**src/rtl/nfs_pkg.sv**
```systemverilog
package nfs_pkg;

   typedef enum logic [2:0] {
      OP_CMD   = 3'd0,
      OP_ADDR  = 3'd1,
      OP_WDATA = 3'd2,
      OP_RDATA = 3'd3,
      OP_WAIT  = 3'd4
   } nfs_op_e;

   typedef enum logic [3:0] {
      S_IDLE,
      S_WAIT,
      S_SETUP,
      S_WLOW,
      S_WHOLD,
      S_TURN,
      S_RLOW,
      S_RHIGH,
      S_FIN
   } nfs_state_e;

endpackage

```
**src/rtl/nfs_sync.sv**
```systemverilog
// Multi-stage level synchronizer; stage count chosen by parameter.
module nfs_sync #(
   parameter int   W       = 1,
   parameter int   STAGES  = 2,
   parameter logic RST_VAL = 1'b1
) (
   input  logic         clk,
   input  logic         rst_n,
   input  logic [W-1:0] d,
   output logic [W-1:0] q
);

   if (STAGES < 2) begin : g_bad_stages
      $error("nfs_sync: STAGES must be at least 2");
   end

   logic [W-1:0] stg [STAGES];

   for (genvar s = 0; s < STAGES; s++) begin : g_stage
      if (s == 0) begin : g_first
         always_ff @(posedge clk or negedge rst_n) begin
            if (!rst_n) stg[0] <= {W{RST_VAL}};
            else        stg[0] <= d;
         end
      end else begin : g_next
         always_ff @(posedge clk or negedge rst_n) begin
            if (!rst_n) stg[s] <= {W{RST_VAL}};
            else        stg[s] <= stg[s-1];
         end
      end
   end

   assign q = stg[STAGES-1];

endmodule

```
**src/rtl/nfs_phase_timer.sv**
```systemverilog
// Down counter that paces one bus phase; zero marks the last cycle.
module nfs_phase_timer #(
   parameter int CW = 6
) (
   input  logic          clk,
   input  logic          rst_n,
   input  logic          load,
   input  logic [CW-1:0] load_val,
   output logic          zero
);

   logic [CW-1:0] cnt;

   always_ff @(posedge clk or negedge rst_n) begin
      if (!rst_n)          cnt <= '0;
      else if (load)       cnt <= load_val;
      else if (cnt != '0)  cnt <= cnt - 1'b1;
   end

   assign zero = (cnt == '0);

endmodule

```
**src/rtl/nfs_busy_window.sv**
```systemverilog
// Window after a confirm command during which ready lines are not trusted.
module nfs_busy_window #(
   parameter int CYCLES = 10,
   localparam int CW    = $clog2(CYCLES + 1)
) (
   input  logic clk,
   input  logic rst_n,
   input  logic start,
   output logic clear
);

   if (CYCLES < 1) begin : g_bad_cycles
      $error("nfs_busy_window: CYCLES must be at least 1");
   end

   logic [CW-1:0] cnt;

   always_ff @(posedge clk or negedge rst_n) begin
      if (!rst_n)         cnt <= '0;
      else if (start)     cnt <= CW'(CYCLES);
      else if (cnt != '0) cnt <= cnt - 1'b1;
   end

   assign clear = (cnt == '0);

endmodule

```
**src/rtl/nfs_wp_gate.sv**
```systemverilog
// Decides whether a request must be refused because the lock switch is low.
module nfs_wp_gate import nfs_pkg::*; #(
   parameter int          DW          = 8,
   parameter logic [DW-1:0] PROG_SETUP  = 8'h80,
   parameter logic [DW-1:0] ERASE_SETUP = 8'h60
) (
   input  logic          unlocked,
   input  logic          cfg,
   input  logic [2:0]    op,
   input  logic [DW-1:0] val,
   output logic          refuse
);

   logic is_write;

   always_comb begin
      is_write = 1'b0;
      if (op == 3'(OP_WDATA))
         is_write = 1'b1;
      else if (op == 3'(OP_CMD) && (val == PROG_SETUP || val == ERASE_SETUP))
         is_write = 1'b1;
   end

   assign refuse = !unlocked && cfg && is_write;

endmodule

```
**src/rtl/nfs_bus_seq.sv**
```systemverilog
module nfs_bus_seq import nfs_pkg::*; #(
   parameter int            NUM_CE        = 8,
   parameter int            NUM_RB        = 2,
   parameter int            DW            = 8,
   parameter int            TCW           = 6,
   parameter int            T_SETUP       = 2,
   parameter int            T_WP          = 3,
   parameter int            T_HOLD        = 2,
   parameter int            T_RP          = 3,
   parameter int            T_REH         = 2,
   parameter int            T_WB          = 10,
   parameter int            SYNC_STAGES   = 2,
   parameter logic [DW-1:0] PROG_SETUP    = 8'h80,
   parameter logic [DW-1:0] ERASE_SETUP   = 8'h60,
   parameter logic [DW-1:0] PROG_CONFIRM  = 8'h10,
   parameter logic [DW-1:0] ERASE_CONFIRM = 8'hD0,
   localparam int           CEW           = $clog2(NUM_CE),
   localparam int           CE_PER_RB     = NUM_CE / NUM_RB
) (
   input  logic              clk,
   input  logic              rst_n,
   input  logic              req_valid,
   output logic              req_ready,
   input  logic [2:0]        req_op,
   input  logic [CEW-1:0]    req_ce,
   input  logic [DW-1:0]     req_data,
   input  logic              req_cfg,
   output logic              done,
   output logic              done_err,
   output logic              rd_valid,
   output logic [DW-1:0]     rd_data,
   output logic [NUM_CE-1:0] chip_sel_n,
   output logic              cmd_latch,
   output logic              addr_latch,
   output logic              wr_strobe_n,
   output logic              rd_strobe_n,
   output logic [DW-1:0]     io_out,
   output logic              io_oe,
   input  logic [DW-1:0]     io_in,
   input  logic [NUM_RB-1:0] flash_rdy,
   input  logic              lock_n
);

   // ---------------- elaboration checks ----------------
   if (NUM_CE < 2 || NUM_RB < 1 || (NUM_CE % NUM_RB) != 0) begin : g_bad_ce
      $error("nfs_bus_seq: NUM_CE must be a multiple of NUM_RB");
   end
   if (T_SETUP < 1 || T_WP < 1 || T_HOLD < 1 || T_RP < 1 || T_REH < 1) begin : g_bad_t
      $error("nfs_bus_seq: every phase must last at least one cycle");
   end
   if (T_SETUP > 2**TCW || T_WP > 2**TCW || T_HOLD > 2**TCW ||
       T_RP > 2**TCW || T_REH > 2**TCW) begin : g_bad_tcw
      $error("nfs_bus_seq: TCW too narrow for a phase length");
   end
   if (T_WB < SYNC_STAGES + 2) begin : g_bad_wb
      $error("nfs_bus_seq: T_WB must cover the ready synchronizer delay");
   end

   // ---------------- state ----------------
   nfs_state_e     st, nxt;
   nfs_op_e        op_q;
   logic [CEW-1:0] ce_q;
   logic [DW-1:0]  val_q;
   logic           err_q;
   logic [DW-1:0]  rd_q;

   // ---------------- synchronized inputs ----------------
   logic [NUM_RB-1:0] rdy_s;
   logic              lock_s;

   nfs_sync #(.W(NUM_RB), .STAGES(SYNC_STAGES), .RST_VAL(1'b1)) u_rdy_sync (
      .clk(clk), .rst_n(rst_n), .d(flash_rdy), .q(rdy_s)
   );

   nfs_sync #(.W(1), .STAGES(SYNC_STAGES), .RST_VAL(1'b1)) u_lock_sync (
      .clk(clk), .rst_n(rst_n), .d(lock_n), .q(lock_s)
   );

   // ready line of the selected device's group
   logic [CEW-1:0] grp_idx;
   logic           rdy_ok;

   assign grp_idx = ce_q / CEW'(CE_PER_RB);

   always_comb begin
      rdy_ok = 1'b0;
      for (int g = 0; g < NUM_RB; g++)
         if (grp_idx == CEW'(g)) rdy_ok = rdy_s[g];
   end

   // ---------------- lock gate ----------------
   logic refuse;

   nfs_wp_gate #(.DW(DW), .PROG_SETUP(PROG_SETUP), .ERASE_SETUP(ERASE_SETUP)) u_gate (
      .unlocked(lock_s), .cfg(req_cfg), .op(req_op), .val(req_data), .refuse(refuse)
   );

   // ---------------- phase timer ----------------
   logic           tmr_load;
   logic [TCW-1:0] tmr_val;
   logic           tmr_zero;

   nfs_phase_timer #(.CW(TCW)) u_timer (
      .clk(clk), .rst_n(rst_n), .load(tmr_load), .load_val(tmr_val), .zero(tmr_zero)
   );

   // ---------------- busy-ignore window ----------------
   logic win_start, win_clear;

   assign win_start = (st == S_WLOW) && tmr_zero && (op_q == OP_CMD) &&
                      (val_q == PROG_CONFIRM || val_q == ERASE_CONFIRM);

   nfs_busy_window #(.CYCLES(T_WB)) u_window (
      .clk(clk), .rst_n(rst_n), .start(win_start), .clear(win_clear)
   );

   // ---------------- sequencing ----------------
   always_comb begin
      nxt      = st;
      tmr_load = 1'b0;
      tmr_val  = '0;
      unique case (st)
         S_IDLE:
            if (req_valid) nxt = refuse ? S_FIN : S_WAIT;
         S_WAIT:
            if (rdy_ok && win_clear) begin
               case (op_q)
                  OP_CMD, OP_ADDR, OP_WDATA: begin
                     nxt      = S_SETUP;
                     tmr_load = 1'b1;
                     tmr_val  = TCW'(T_SETUP - 1);
                  end
                  OP_RDATA: nxt = S_TURN;
                  default:  nxt = S_FIN;
               endcase
            end
         S_SETUP:
            if (tmr_zero) begin
               nxt      = S_WLOW;
               tmr_load = 1'b1;
               tmr_val  = TCW'(T_WP - 1);
            end
         S_WLOW:
            if (tmr_zero) begin
               nxt      = S_WHOLD;
               tmr_load = 1'b1;
               tmr_val  = TCW'(T_HOLD - 1);
            end
         S_WHOLD:
            if (tmr_zero) nxt = S_FIN;
         S_TURN: begin
            nxt      = S_RLOW;
            tmr_load = 1'b1;
            tmr_val  = TCW'(T_RP - 1);
         end
         S_RLOW:
            if (tmr_zero) begin
               nxt      = S_RHIGH;
               tmr_load = 1'b1;
               tmr_val  = TCW'(T_REH - 1);
            end
         S_RHIGH:
            if (tmr_zero) nxt = S_FIN;
         S_FIN:
            nxt = S_IDLE;
         default:
            nxt = S_IDLE;
      endcase
   end

   always_ff @(posedge clk or negedge rst_n) begin
      if (!rst_n) begin
         st    <= S_IDLE;
         op_q  <= OP_WAIT;
         ce_q  <= '0;
         val_q <= '0;
         err_q <= 1'b0;
         rd_q  <= '0;
      end else begin
         st <= nxt;
         if (st == S_IDLE && req_valid) begin
            op_q  <= nfs_op_e'(req_op);
            ce_q  <= req_ce;
            val_q <= req_data;
            err_q <= refuse;
         end
         if (st == S_RLOW && tmr_zero) rd_q <= io_in;
      end
   end

   // ---------------- bus outputs ----------------
   logic wr_phase, bus_phase;

   assign wr_phase  = (st == S_SETUP) || (st == S_WLOW) || (st == S_WHOLD);
   assign bus_phase = wr_phase || (st == S_TURN) || (st == S_RLOW) || (st == S_RHIGH);

   for (genvar i = 0; i < NUM_CE; i++) begin : g_cs
      assign chip_sel_n[i] = !(bus_phase && (ce_q == CEW'(i)));
   end

   assign cmd_latch   = wr_phase && (op_q == OP_CMD);
   assign addr_latch  = wr_phase && (op_q == OP_ADDR);
   assign wr_strobe_n = (st != S_WLOW);
   assign rd_strobe_n = (st != S_RLOW);
   assign io_oe       = wr_phase;
   assign io_out      = wr_phase ? val_q : '0;

   // ---------------- host side ----------------
   assign req_ready = (st == S_IDLE);
   assign done      = (st == S_FIN);
   assign done_err  = (st == S_FIN) && err_q;
   assign rd_valid  = (st == S_FIN) && !err_q && (op_q == OP_RDATA);
   assign rd_data   = rd_q;

endmodule

```
**config.mk**
```make
export PLATFORM = sky130hd
export DESIGN_NAME = nfs_bus_seq
export DESIGN_NICKNAME = d
export VERILOG_FILES = /design/src/rtl/nfs_pkg.sv /design/src/rtl/nfs_sync.sv /design/src/rtl/nfs_phase_timer.sv /design/src/rtl/nfs_busy_window.sv /design/src/rtl/nfs_wp_gate.sv /design/src/rtl/nfs_bus_seq.sv
export SDC_FILE = /design/constraint.sdc
export NUM_CORES = 1
export LEC_CHECK = 0
export ABC_CLOCK_PERIOD_IN_PS = 5060
export CORE_ASPECT_RATIO = 1.25
export CORE_MARGIN = 1
export CORE_UTILIZATION = 51
export DETAILED_ROUTE_END_ITERATION = 7
export PLACE_DENSITY_LB_ADDON = 0.2
export SLEW_MARGIN = 40
export SYNTH_ARGS = -nofsm -noshare
export SYNTH_HDL_FRONTEND = slang
export SYNTH_SLANG_ARGS = --single-unit
```
**constraint.sdc**
```tcl
create_clock -name clk -period 5.06 [get_ports clk]
set_clock_uncertainty 0.2 [all_clocks]
set_input_delay 0.506 -clock clk [delete_from_list [all_inputs] [get_ports clk]]
set_output_delay 0.506 -clock clk [all_outputs]
set_load 0.1 [all_outputs]
```
==> impl_metrics.toml <==
[timing]
max_slew_margin_pct = 58.5
worstMarginPinSlew_ns = 0.616
slew_viol_final = 0
min_period_over_period_pct = 62.0
fin_crit_ns = 3.14
hold_violations = 0
finalSetupTns_ns = 0
max_freq_mhz = 319
grt_setup_unrepaired = "false"
finalSetupViolCount = 0

[global_routing]
grt_pass1_wl_um = 7340
track_usage_pct = 22.1
grt_max_degree = 44
antenna_found_initial = 0
gr-total-overflow = 0
grt_pass1_vias = 1682

[yosys]
post_synth_num_cell_types = 48
synth_edf_count = 0
syn_area_um2 = 2230
synth_warnings = 0
async_reset_ff_share_pct = 100
synth_cells = 212
seq_area_frac_synth_pct = 48.7
synth_ff_type = "dfrtp_1"
synth_seq_cells = 43
avgSynthCellArea_um2 = 10.5
syn_nets = 244

[floorplanning]
rows = 26
ios = 62
die-area_um2 = 4630
core_area_um2 = 4130
start_util_pct = 53.9
dieWidth_um = 61.1
fp.dieH_um = 75.9

[run]
max_cap_violations = 0

[clock_network]
clockBufferDepth = 2
cts_hold_buf = 1
cts_buffers = 5
htreeDepth = 2
clock-root-buffer = "clkbuf_8"
clk_pin_slew_worst_paths_ns = 0.08
post_cts_buffers = 0
clock_sinks = 43
cts_tree = "done"
clk_latency_ns = 0.29
ctsResizeCount = 0

[setup_path]
slowest_stage = "dfrtp_1"
arrival_ns = 2.43
reg2reg_slack_ns = 2.51
start_kind = "flip-flop"
crit_type = "flip-flop to output port"
cpPeakStageDelay_ns = 0.55
crit_fanout = 15
path_cells = "nor2b_1 -> mux2i_1 -> nor2_1 -> and3_1 -> buf_2"
cp_top_family = "simple AND/OR/NAND/NOR gates"
cp-end-kind = "output port"
cp_num_buf_inv = 1
crit_required_ns = 4.35

[route]
ant_nets = 0
drt_iter0_drc = 57
drc_errors = 0
vias_per_cell = 5.31
wl_um = 4720
wire_per_inst_um = 14.2
dr.pass1.iters = 4
vias = 1764

[placement]
place_congestion = 0.906
hpwl_um = 3530
dpl_cell_area_um2 = 2700
port_buffers = 61
placed_cells = 323

[finish]
n_fill_cell = 365
fin_cells = 332
final_util_pct = 68.5
syn2layout_area_growth_pct = 27.2
nets = 307
drive_gt1_share_pct = 30.8
diodes = 0
fin_area_um2 = 2830

[worst_hold_path]
hold_class = "flip-flop to flip-flop"

[status]
status = "complete, no violations"
state kept, by name, indices dropped and copies added (netlist names):
register	count
ce_q	3
err_q	1
op_q	3
rd_data	8
st	4
u_lock_sync.q	1
u_lock_sync.stg	1
u_rdy_sync.q	2
u_rdy_sync.stg	2
u_timer.cnt	6
u_window.cnt	4
val_q	8
worst register-to-register path, delay by kind of cell, from the launching register on:
family	cells	cell delay, ns
fa+ha+maj	1	0.19
flops	1	0.38
mux	1	0.38
compound gates	2	0.40
simple gates	2	0.78
buf+inv	1	0.11
placed cells by master, fill, tap and decap left out, types with 2 or more instances in the layout:
master / synthesis / layout
nor4b_1: 4 / 3
or3_1: 2 / 2
and2_1: 9 / 9
and2b_2: 2 / 2
clkdlybuf4s50_1: 0 / 27
inv_1: 9 / 9
dfstp_2: 7 / 7
a21oi_1: 8 / 8
nor2b_1: 7 / 7
o211ai_1: 2 / 2
o21ai_0: 6 / 6
a32oi_1: 2 / 2
mux2i_1: 4 / 4
mux2_2: 23 / 23
dfrtp_1: 36 / 36
buf_2: 1 / 33
nor3_1: 9 / 9
nand2_1: 19 / 19
o22ai_1: 2 / 2
nor2_1: 20 / 20
nand3_1: 4 / 4
clkbuf_8: 1 / 6
xnor2_1: 2 / 2
nor3b_1: 2 / 2
nor3_4: 2 / 2
nor4_1: 3 / 3
ha_1: 3 / 3
logic make-up (layout without fill, tap and decap cells):
kind of cell / count (synthesis) / after routing / synth area share, %
compound gates: 29 / 29 / 8.26
xor+xnor: 3 / 3 / 1.18
mux: 27 / 27 / 13.4
simple gates: 92 / 92 / 23.3
flops: 43 / 43 / 48.7
fa+ha+maj: 3 / 3 / 1.69
buf+inv: 15 / 79 / 3.37
cell type report:
type / count / area (um^2) / share of cell area (%)
inverters: 9 / 33.8 / 1.19
well taps: 56 / 70.1 / 2.47
clock buffers: 6 / 82.6 / 2.92
flip-flops and latches: 43 / 1080 / 38.3
repair buffers: 62 / 453 / 16.0
clock inverters: 2 / 35.0 / 1.24
multi-input cells: 154 / 1070 / 37.9
cells in the mapped netlist (3+ instances only):
library cell	number	share of area [%]
mux2_2	23	12
nor4_1	3	0.84
dfrtp_1	36	40
nor3_1	9	2.0
mux2i_1	4	1.8
nor4b_1	4	1.6
nor2b_1	7	2.0
inv_1	9	1.5
nand3_1	4	0.90
dfstp_2	7	8.3
nor2_1	20	3.4
o21ai_0	6	1.3
nand2_1	19	3.2
ha_1	3	1.7
and2_1	9	2.5
a21oi_1	8	1.8
path summary, 6_finish.rpt:
| check | from | to | depth (start not counted) |
|---|---|---|---|
| worst max register to register | u_window.cnt[0] | u_timer.cnt[1] | 7 |
| min in group asynchronous | rst_n | rd_data[6] | 2 |
| worst min-delay path | u_lock_sync.stg[1] | u_lock_sync.q | 0 |
| worst min register to register | u_lock_sync.stg[1] | u_lock_sync.q | 0 |
| max in group asynchronous | rst_n | u_rdy_sync.q[1] | 2 |
| worst max-delay path | st[0] | addr_latch | 5 |
layer usage:
layer	routed length [um]	GRT usage, %	vias to the layer above
li1	-	-	867
met1	1920	24.7	839
met2	2510	38.8	46
met3	164	5.77	12
met4	127	10.1	0
met5	0	0	-
through the flow:
step	hold WS, ns	setup slack (ns)
3_3_place_gp	0.146	1.60
6_report	0.158	1.92
4_1_cts	0.157	1.87
3_5_place_dp	0.147	2.22
5_1_grt	0.161	1.77
2_1_floorplan	0.0104	0.0574
Power is left out: the tool's default activity adds up to more than one toggle a clock period on the data nets, which glitch-free logic cannot reach.
